`src/rtl/vsd_pkg.sv`:
```
package vsd_pkg;
  localparam int PIX_W = 4;

  typedef enum logic {
    MODE_STD   = 1'b0,
    MODE_HIRES = 1'b1
  } disp_mode_e;

  typedef enum logic [1:0] {
    PK_BLANK   = 2'd0,
    PK_BORDER  = 2'd1,
    PK_PICTURE = 2'd2
  } pix_kind_e;

  typedef struct packed {
    pix_kind_e        kind;
    logic [PIX_W-1:0] border;
    logic             hs_n;
    logic             vs_n;
  } pix_tag_t;
endpackage

```
`src/rtl/vsd_timing.sv`:
```
module vsd_timing #(
  parameter int ACT_W = 320,
  parameter int ACT_H = 256,
  parameter int H_FP  = 16,
  parameter int H_SW  = 48,
  parameter int H_BP  = 32,
  parameter int V_FP  = 3,
  parameter int V_SW  = 4,
  parameter int V_BP  = 17,
  parameter int HW    = 9,
  parameter int VW    = 9
) (
  input  logic          clk,
  input  logic          rst,
  output logic          slot_o,
  output logic [HW-1:0] hpos_o,
  output logic [VW-1:0] vpos_o,
  output logic          act_o,
  output logic          hs_n_o,
  output logic          vs_n_o,
  output logic          vblank_start_o
);
  localparam int H_TOT  = ACT_W + H_FP + H_SW + H_BP;
  localparam int V_TOT  = ACT_H + V_FP + V_SW + V_BP;
  localparam int HS_BEG = ACT_W + H_FP;
  localparam int HS_END = HS_BEG + H_SW;
  localparam int VS_BEG = ACT_H + V_FP;
  localparam int VS_END = VS_BEG + V_SW;

  logic          slot_q;
  logic [HW-1:0] h_q;
  logic [VW-1:0] v_q;

  // Pixel period: slot 0 then slot 1; position advances after slot 1.
  always_ff @(posedge clk) begin
    if (rst) begin
      slot_q <= 1'b0;
      h_q    <= '0;
      v_q    <= '0;
    end else begin
      slot_q <= ~slot_q;
      if (slot_q) begin
        if (h_q == HW'(H_TOT - 1)) begin
          h_q <= '0;
          if (v_q == VW'(V_TOT - 1)) v_q <= '0;
          else                       v_q <= v_q + 1'b1;
        end else begin
          h_q <= h_q + 1'b1;
        end
      end
    end
  end

  assign slot_o         = slot_q;
  assign hpos_o         = h_q;
  assign vpos_o         = v_q;
  assign act_o          = (h_q < HW'(ACT_W)) && (v_q < VW'(ACT_H));
  assign vblank_start_o = (h_q == '0) && (v_q == VW'(ACT_H));

  generate
    if (H_SW == 0) begin : g_no_hs
      assign hs_n_o = 1'b1;
    end else begin : g_hs
      assign hs_n_o = !((h_q >= HW'(HS_BEG)) && (h_q < HW'(HS_END)));
    end
    if (V_SW == 0) begin : g_no_vs
      assign vs_n_o = 1'b1;
    end else begin : g_vs
      assign vs_n_o = !((v_q >= VW'(VS_BEG)) && (v_q < VW'(VS_END)));
    end
  endgenerate
endmodule

```
`src/rtl/vsd_fb_port.sv`:
```
module vsd_fb_port
  import vsd_pkg::*;
#(
  parameter int ACT_W  = 320,
  parameter int ACT_H  = 256,
  parameter int BORDER = 32,
  parameter int HW     = 9,
  parameter int VW     = 9,
  parameter int ADDR_W = 17
) (
  input  logic              clk,
  input  logic              rst,
  input  logic              slot_i,
  input  logic [HW-1:0]     hpos_i,
  input  logic [VW-1:0]     vpos_i,
  input  logic              act_i,
  input  logic              hs_n_i,
  input  logic              vs_n_i,
  input  logic              vblank_start_i,
  input  logic              mode_i,
  input  logic [PIX_W-1:0]  border_i,
  input  logic              src_valid_i,
  input  logic              src_sof_i,
  input  logic [PIX_W-1:0]  src_pix_i,
  output logic [ADDR_W-1:0] fb_addr_o,
  output logic              fb_rd_en_o,
  output logic              fb_wr_en_o,
  output logic [PIX_W-1:0]  fb_wr_data_o,
  output pix_tag_t          tag_o,
  output disp_mode_e        mode_o
);
  localparam int WIN_X1 = ACT_W - BORDER;
  localparam int WIN_Y1 = ACT_H - BORDER;

  disp_mode_e        mode_q;
  logic [ADDR_W-1:0] rd_ptr_q;
  logic [ADDR_W-1:0] wr_ptr_q;
  logic              pend_q;
  logic [ADDR_W-1:0] pend_addr_q;
  logic [PIX_W-1:0]  pend_data_q;
  logic              in_win;
  logic              in_pic;
  logic [ADDR_W-1:0] src_base;
  pix_kind_e         kind;

  generate
    if (BORDER == 0) begin : g_nowin
      assign in_win = 1'b1;
    end else begin : g_win
      assign in_win = (hpos_i >= HW'(BORDER)) && (hpos_i < HW'(WIN_X1)) &&
                      (vpos_i >= VW'(BORDER)) && (vpos_i < VW'(WIN_Y1));
    end
  endgenerate

  assign in_pic   = act_i && ((mode_q == MODE_HIRES) || in_win);
  assign src_base = src_sof_i ? '0 : wr_ptr_q;

  always_comb begin
    if (in_pic)     kind = PK_PICTURE;
    else if (act_i) kind = PK_BORDER;
    else            kind = PK_BLANK;
  end

  // Source side: one-deep holding register, drained in the write slot.
  always_ff @(posedge clk) begin
    if (rst) begin
      pend_q      <= 1'b0;
      pend_addr_q <= '0;
      pend_data_q <= '0;
      wr_ptr_q    <= '0;
    end else begin
      pend_q <= src_valid_i | (pend_q & ~slot_i);
      if (src_valid_i) begin
        pend_addr_q <= src_base;
        pend_data_q <= src_pix_i;
        wr_ptr_q    <= src_base + 1'b1;
      end
    end
  end

  // RAM port: the read is issued in slot 1 and the write in slot 0.
  always_ff @(posedge clk) begin
    if (rst) begin
      mode_q       <= MODE_STD;
      rd_ptr_q     <= '0;
      fb_addr_o    <= '0;
      fb_rd_en_o   <= 1'b0;
      fb_wr_en_o   <= 1'b0;
      fb_wr_data_o <= '0;
      tag_o        <= '{kind: PK_BLANK, border: '0, hs_n: 1'b1, vs_n: 1'b1};
    end else if (!slot_i) begin
      fb_wr_en_o <= 1'b0;
      fb_rd_en_o <= in_pic;
      fb_addr_o  <= in_pic ? rd_ptr_q : '0;
      tag_o      <= '{kind: kind, border: border_i, hs_n: hs_n_i, vs_n: vs_n_i};
      if (vblank_start_i) begin
        mode_q   <= disp_mode_e'(mode_i);
        rd_ptr_q <= '0;
      end else if (in_pic) begin
        rd_ptr_q <= rd_ptr_q + 1'b1;
      end
    end else begin
      fb_rd_en_o   <= 1'b0;
      fb_wr_en_o   <= pend_q;
      fb_addr_o    <= pend_q ? pend_addr_q : '0;
      fb_wr_data_o <= pend_data_q;
    end
  end

  assign mode_o = mode_q;
endmodule

```
`src/rtl/vsd_out.sv`:
```
module vsd_out
  import vsd_pkg::*;
(
  input  logic             clk,
  input  logic             rst,
  input  logic             slot_i,
  input  pix_tag_t         tag_i,
  input  logic [PIX_W-1:0] rd_data_i,
  output logic [PIX_W-1:0] rgbi_o,
  output logic             hsync_o,
  output logic             vsync_o
);
  // Loaded at the end of the slot 0 that follows the read slot.
  always_ff @(posedge clk) begin
    if (rst) begin
      rgbi_o  <= '0;
      hsync_o <= 1'b1;
      vsync_o <= 1'b1;
    end else if (!slot_i) begin
      hsync_o <= tag_i.hs_n;
      vsync_o <= tag_i.vs_n;
      unique case (tag_i.kind)
        PK_PICTURE: rgbi_o <= rd_data_i;
        PK_BORDER:  rgbi_o <= tag_i.border;
        default:    rgbi_o <= '0;
      endcase
    end
  end
endmodule

```
`src/rtl/vga_scan_doubler.sv`:
```
module vga_scan_doubler
  import vsd_pkg::*;
#(
  parameter int ACT_W   = 320,
  parameter int ACT_H   = 256,
  parameter int BORDER  = 32,
  parameter int H_FP    = 16,
  parameter int H_SW    = 48,
  parameter int H_BP    = 32,
  parameter int V_FP    = 3,
  parameter int V_SW    = 4,
  parameter int V_BP    = 17,
  localparam int PIX_CNT = ACT_W * ACT_H,
  localparam int ADDR_W  = $clog2(PIX_CNT),
  localparam int HW      = $clog2(ACT_W + H_FP + H_SW + H_BP),
  localparam int VW      = $clog2(ACT_H + V_FP + V_SW + V_BP)
) (
  input  logic              clk,
  input  logic              rst,
  input  logic              mode_i,
  input  logic [3:0]        border_i,
  input  logic              src_valid_i,
  input  logic              src_sof_i,
  input  logic [3:0]        src_pix_i,
  output logic [ADDR_W-1:0] fb_addr_o,
  output logic              fb_rd_en_o,
  output logic              fb_wr_en_o,
  output logic [3:0]        fb_wr_data_o,
  input  logic [3:0]        fb_rd_data_i,
  output logic [3:0]        rgbi_o,
  output logic              hsync_o,
  output logic              vsync_o
);
  logic          slot;
  logic [HW-1:0] hpos;
  logic [VW-1:0] vpos;
  logic          act;
  logic          hs_n;
  logic          vs_n;
  logic          vblank_start;
  pix_tag_t      tag;
  disp_mode_e    mode_q;

  vsd_timing #(
    .ACT_W(ACT_W), .ACT_H(ACT_H),
    .H_FP(H_FP), .H_SW(H_SW), .H_BP(H_BP),
    .V_FP(V_FP), .V_SW(V_SW), .V_BP(V_BP),
    .HW(HW), .VW(VW)
  ) u_timing (
    .clk(clk), .rst(rst), .slot_o(slot), .hpos_o(hpos), .vpos_o(vpos),
    .act_o(act), .hs_n_o(hs_n), .vs_n_o(vs_n), .vblank_start_o(vblank_start)
  );

  vsd_fb_port #(
    .ACT_W(ACT_W), .ACT_H(ACT_H), .BORDER(BORDER),
    .HW(HW), .VW(VW), .ADDR_W(ADDR_W)
  ) u_port (
    .clk(clk), .rst(rst), .slot_i(slot), .hpos_i(hpos), .vpos_i(vpos),
    .act_i(act), .hs_n_i(hs_n), .vs_n_i(vs_n), .vblank_start_i(vblank_start),
    .mode_i(mode_i), .border_i(border_i),
    .src_valid_i(src_valid_i), .src_sof_i(src_sof_i), .src_pix_i(src_pix_i),
    .fb_addr_o(fb_addr_o), .fb_rd_en_o(fb_rd_en_o), .fb_wr_en_o(fb_wr_en_o),
    .fb_wr_data_o(fb_wr_data_o), .tag_o(tag), .mode_o(mode_q)
  );

  vsd_out u_out (
    .clk(clk), .rst(rst), .slot_i(slot), .tag_i(tag), .rd_data_i(fb_rd_data_i),
    .rgbi_o(rgbi_o), .hsync_o(hsync_o), .vsync_o(vsync_o)
  );
endmodule

```
`config.mk`:
```
export PLATFORM = sky130hd
export DESIGN_NAME = vga_scan_doubler
export DESIGN_NICKNAME = d
export VERILOG_FILES = /design/src/rtl/vsd_pkg.sv /design/src/rtl/vsd_timing.sv /design/src/rtl/vsd_fb_port.sv /design/src/rtl/vsd_out.sv /design/src/rtl/vga_scan_doubler.sv
export SDC_FILE = /design/constraint.sdc
export NUM_CORES = 1
export LEC_CHECK = 0
export BUFFER_PORTS_ARGS = -buffer_cell sky130_fd_sc_hd__buf_4
export CAP_MARGIN = 5
export CORE_ASPECT_RATIO = 1.1
export CORE_MARGIN = 2
export CORE_UTILIZATION = 55
export DETAILED_ROUTE_END_ITERATION = 10
export GPL_TIMING_DRIVEN = 0
export HOLD_SLACK_MARGIN = 0.06
export PLACE_DENSITY = 0.75
export SYNTH_ARGS = -nofsm -noshare
export SYNTH_HDL_FRONTEND = slang
export SYNTH_SLANG_ARGS = --single-unit
```
`constraint.sdc`:
```
create_clock -name clk -period 2.9 [get_ports clk]
set_input_delay 0 -clock clk [delete_from_list [all_inputs] [get_ports clk]]
set_output_delay 0 -clock clk [all_outputs]
set_load 0.02 [all_outputs]
```
==> metrics.csv <==
metric;value;unit
initial_utilization;56.0;%
post-route-period-util;82.2;%
vias;4328;
worst-path-buf-inv;4;
clkLatencyLatePin;520;ps
critPathMaxFanout;10;
drc;0;
die-width;94.1;um
route.antenna.remaining_nets;0;
relSlewSlack;48.8;%
ir_drop;0.415;mV
num_rows;36;
netlist_area;4910;um2
yosysUniqueCellTypes;57;
grt_use_total;26.5;%
final_nets;648;
max_freq;420;MHz
critPathTopFamily;simple AND/OR/NAND/NOR gates;
hold_buffers;17;
path_clk_slew;50;ps
areaGrowthSynthToFinish;24.8;%
rsz0062_at_grt;no;
synth_most_common_cell;dfxtp_1;
routed_wl;12.2;mm
antenna_found_initial;0;
grt_max_degree;17;
worst_clock_skew;6.11;ps
synth_seq_cells;113;
hold-worst-slack;260;ps
die_y;103;um
coreArea;8780;um2
power.density;619;nW/um2
crit_type;primary input to flip-flop;
startpoint;src_sof_i;
grt_overflow_total;0;
synth_fa_ha_area_share;2.04;%
synth_edf_count;0;
synth_cells;544;
dpl.hpwl;8.44;mm
timing.rr.start;u_timing.hpos_o[6]$_SDFFE_PP0P_;
grt_pass1_vias;4182;
synth_top_cell_by_area;dfxtp_1;
drv_cap;0;
reg2reg_slack;750;ps
synth_area_leaders;dfxtp_1, nor2_1, mux2i_1;
hold_start;border_i[2];
ys_seq_area_share;46.0;%
worst_pin_slew;768;ps
min_period;2380;ps
setup_violations;0;
hold_path_class;primary input to flip-flop;
arrival;2830;ps
crit_chain;dlygate4sd3_1 -> buf_4 -> buf_2 -> clkbuf_1 -> nor2b_1 -> ha_1 -> nand3_1 -> nor3_1 -> nand2_1 -> a211o_1 -> a21oi_1;
drt_iter0_markers;286;
synth_top_area_share;46.0;%
synth_ff_type;dfxtp_1;
place_congestion;0.886;
cts_buffers;17;
avgSynthCellArea;9.03;um2
slowest_delay;530;ps
n_antenna_cell;0;
power_leakage;0.00236;uW
synthXorXnorAreaFrac;4.99;%
finalHoldViolCount;0;
post_cts_resized;0;
io_pins;46;
cts_max_path_buffers;2;
status;complete, no violations;
cts_max_level;4;
finalMaxSlewViolations;0;
wire_per_inst;16.2;um
root_buffer;clkbuf_8;
grt_pass1_wl;19.8;mm
muxShareOfSynthArea;4.53;%
synthSimpleGateAreaFrac;25.6;%
crit_path_start_kind;primary input;
synth_top_family_by_area;simple AND/OR/NAND/NOR gates;
final_layout_size_suffix_gt1_share;14.5;%
cts.sinks;113;
postSynthNetCount;569;
required;3350;ps
finalSetupTns;0;ps
die_area;9710;um2
async_reset_ff_share;0;%
first_pass_iters;5;
synth_compound_area_share;13.1;%
yosysWarnings;0;
cts_setup_buffers;0;
synth_common_cells;dfxtp_1, nor2_1, nand2_1;
port_buffers;43;
worstSetupEndpointType;flip-flop;
cts_tree;built;
slowest_stage;dlygate4sd3_1;
drt-vias-per-instance;5.77;
[kinds of logic (layout without fill, tap and decap cells)]
kind of cell | count (synthesis) | after routing
fa+ha+maj | 8 | 8
flops | 113 | 113
simple gates | 240 | 240
buf+inv | 43 | 135
mux | 22 | 22
compound gates | 90 | 90
xor+xnor | 28 | 28
[registers in the layout (all words and copies together), names as in the netlist]
name	count
u_port.tag_o	8
u_port.wr_ptr_q	17
u_out.hsync_o	1
u_timing.vpos_o	9
u_port.fb_wr_data_o	4
u_port.rd_ptr_q	17
u_port.pend_q	1
u_out.rgbi_o	4
u_port.pend_data_q	4
u_port.mode_o	1
u_timing.hpos_o	9
u_port.pend_addr_q	17
u_port.fb_rd_en_o	1
u_timing.slot_o	1
u_port.fb_wr_en_o	1
u_out.vsync_o	1
u_port.fb_addr_o	17
[power by group]
group          switching (uW)  internal, uW
clock network             699          1340
logic                     101          71.1
registers                13.2          1570
total                     813          2990
[cells in the final DEF, fill, tap and decap left out, types with 6 or more instances in the layout]
| cell | netlist | layout |
|---|---|---|
| dlygate4sd3_1 | 0 | 17 |
| dfxtp_1 | 113 | 113 |
| xnor2_1 | 11 | 11 |
| clkbuf_16 | 0 | 16 |
| nand2b_1 | 14 | 14 |
| nor3_1 | 13 | 13 |
| nand3_1 | 27 | 27 |
| a22o_1 | 22 | 22 |
| nand3b_1 | 13 | 13 |
| inv_1 | 10 | 10 |
| a21oi_1 | 27 | 27 |
| clkinv_2 | 0 | 6 |
| mux2i_1 | 20 | 20 |
| and3_1 | 8 | 8 |
| nand2_1 | 44 | 44 |
| clkbuf_1 | 22 | 24 |
| nand4_1 | 16 | 16 |
| nor2_1 | 70 | 70 |
| buf_4 | 0 | 43 |
| ha_1 | 8 | 8 |
| o21ai_0 | 10 | 10 |
| nor2b_1 | 6 | 6 |
| xor2_1 | 17 | 17 |
[metal layers]
metal,vias to the layer above,wire (um),global-route usage (%)
met1,2093,5340,31.2
met3,33,527,6.14
li1,2102,-,-
met4,0,277,10.4
met2,100,6040,46.9
met5,-,0,0
[final timing paths]
| kind | to | cells after the start |
|---|---|---|
| worst max-delay path | u_port.wr_ptr_q[16]$_SDFFE_PP0P_ | 11 |
| worst min-delay path | u_port.tag_o[4]$_SDFFE_PP0N_ | 4 |
| worst max register to register | u_port.rd_ptr_q[16]$_SDFFE_PP0P_ | 5 |
| worst min register to register | u_port.pend_addr_q[7]$_SDFFE_PP0P_ | 2 |
[worst reg2reg max path: cells and delay by family (launching register included)]
family	cells	cell delay [ps]
AOI/OAI and AO/OA	1	400
buffers and inverters	1	160
DFF	1	290
and+or+nand+nor	3	1180
[layout make-up]
class | count | area, um2
fillers | 726 | 2650
multi-input cells | 388 | 2470
flip-flops and latches | 113 | 2260
repair buffers | 60 | 493
clock buffers | 21 | 449
well taps | 114 | 143
plain buffers | 32 | 140
clock inverters | 11 | 136
inverters | 11 | 41.3
[per-stage QoR]
stage	std cells	setup slack [ps]	util [%]	total power, uW	cell area (um2)
finish	750	517	69.9	3800	6140
global route	750	314	69.9	3910	6140
CTS	750	553	69.9	3820	6140
detailed placement	701	573	61.3	1770	5380
global placement	701	628	61.3	1760	5380
floorplan	544	1040	-	1710	4910
No activity file was read; power rests on OpenSTA's default activity.
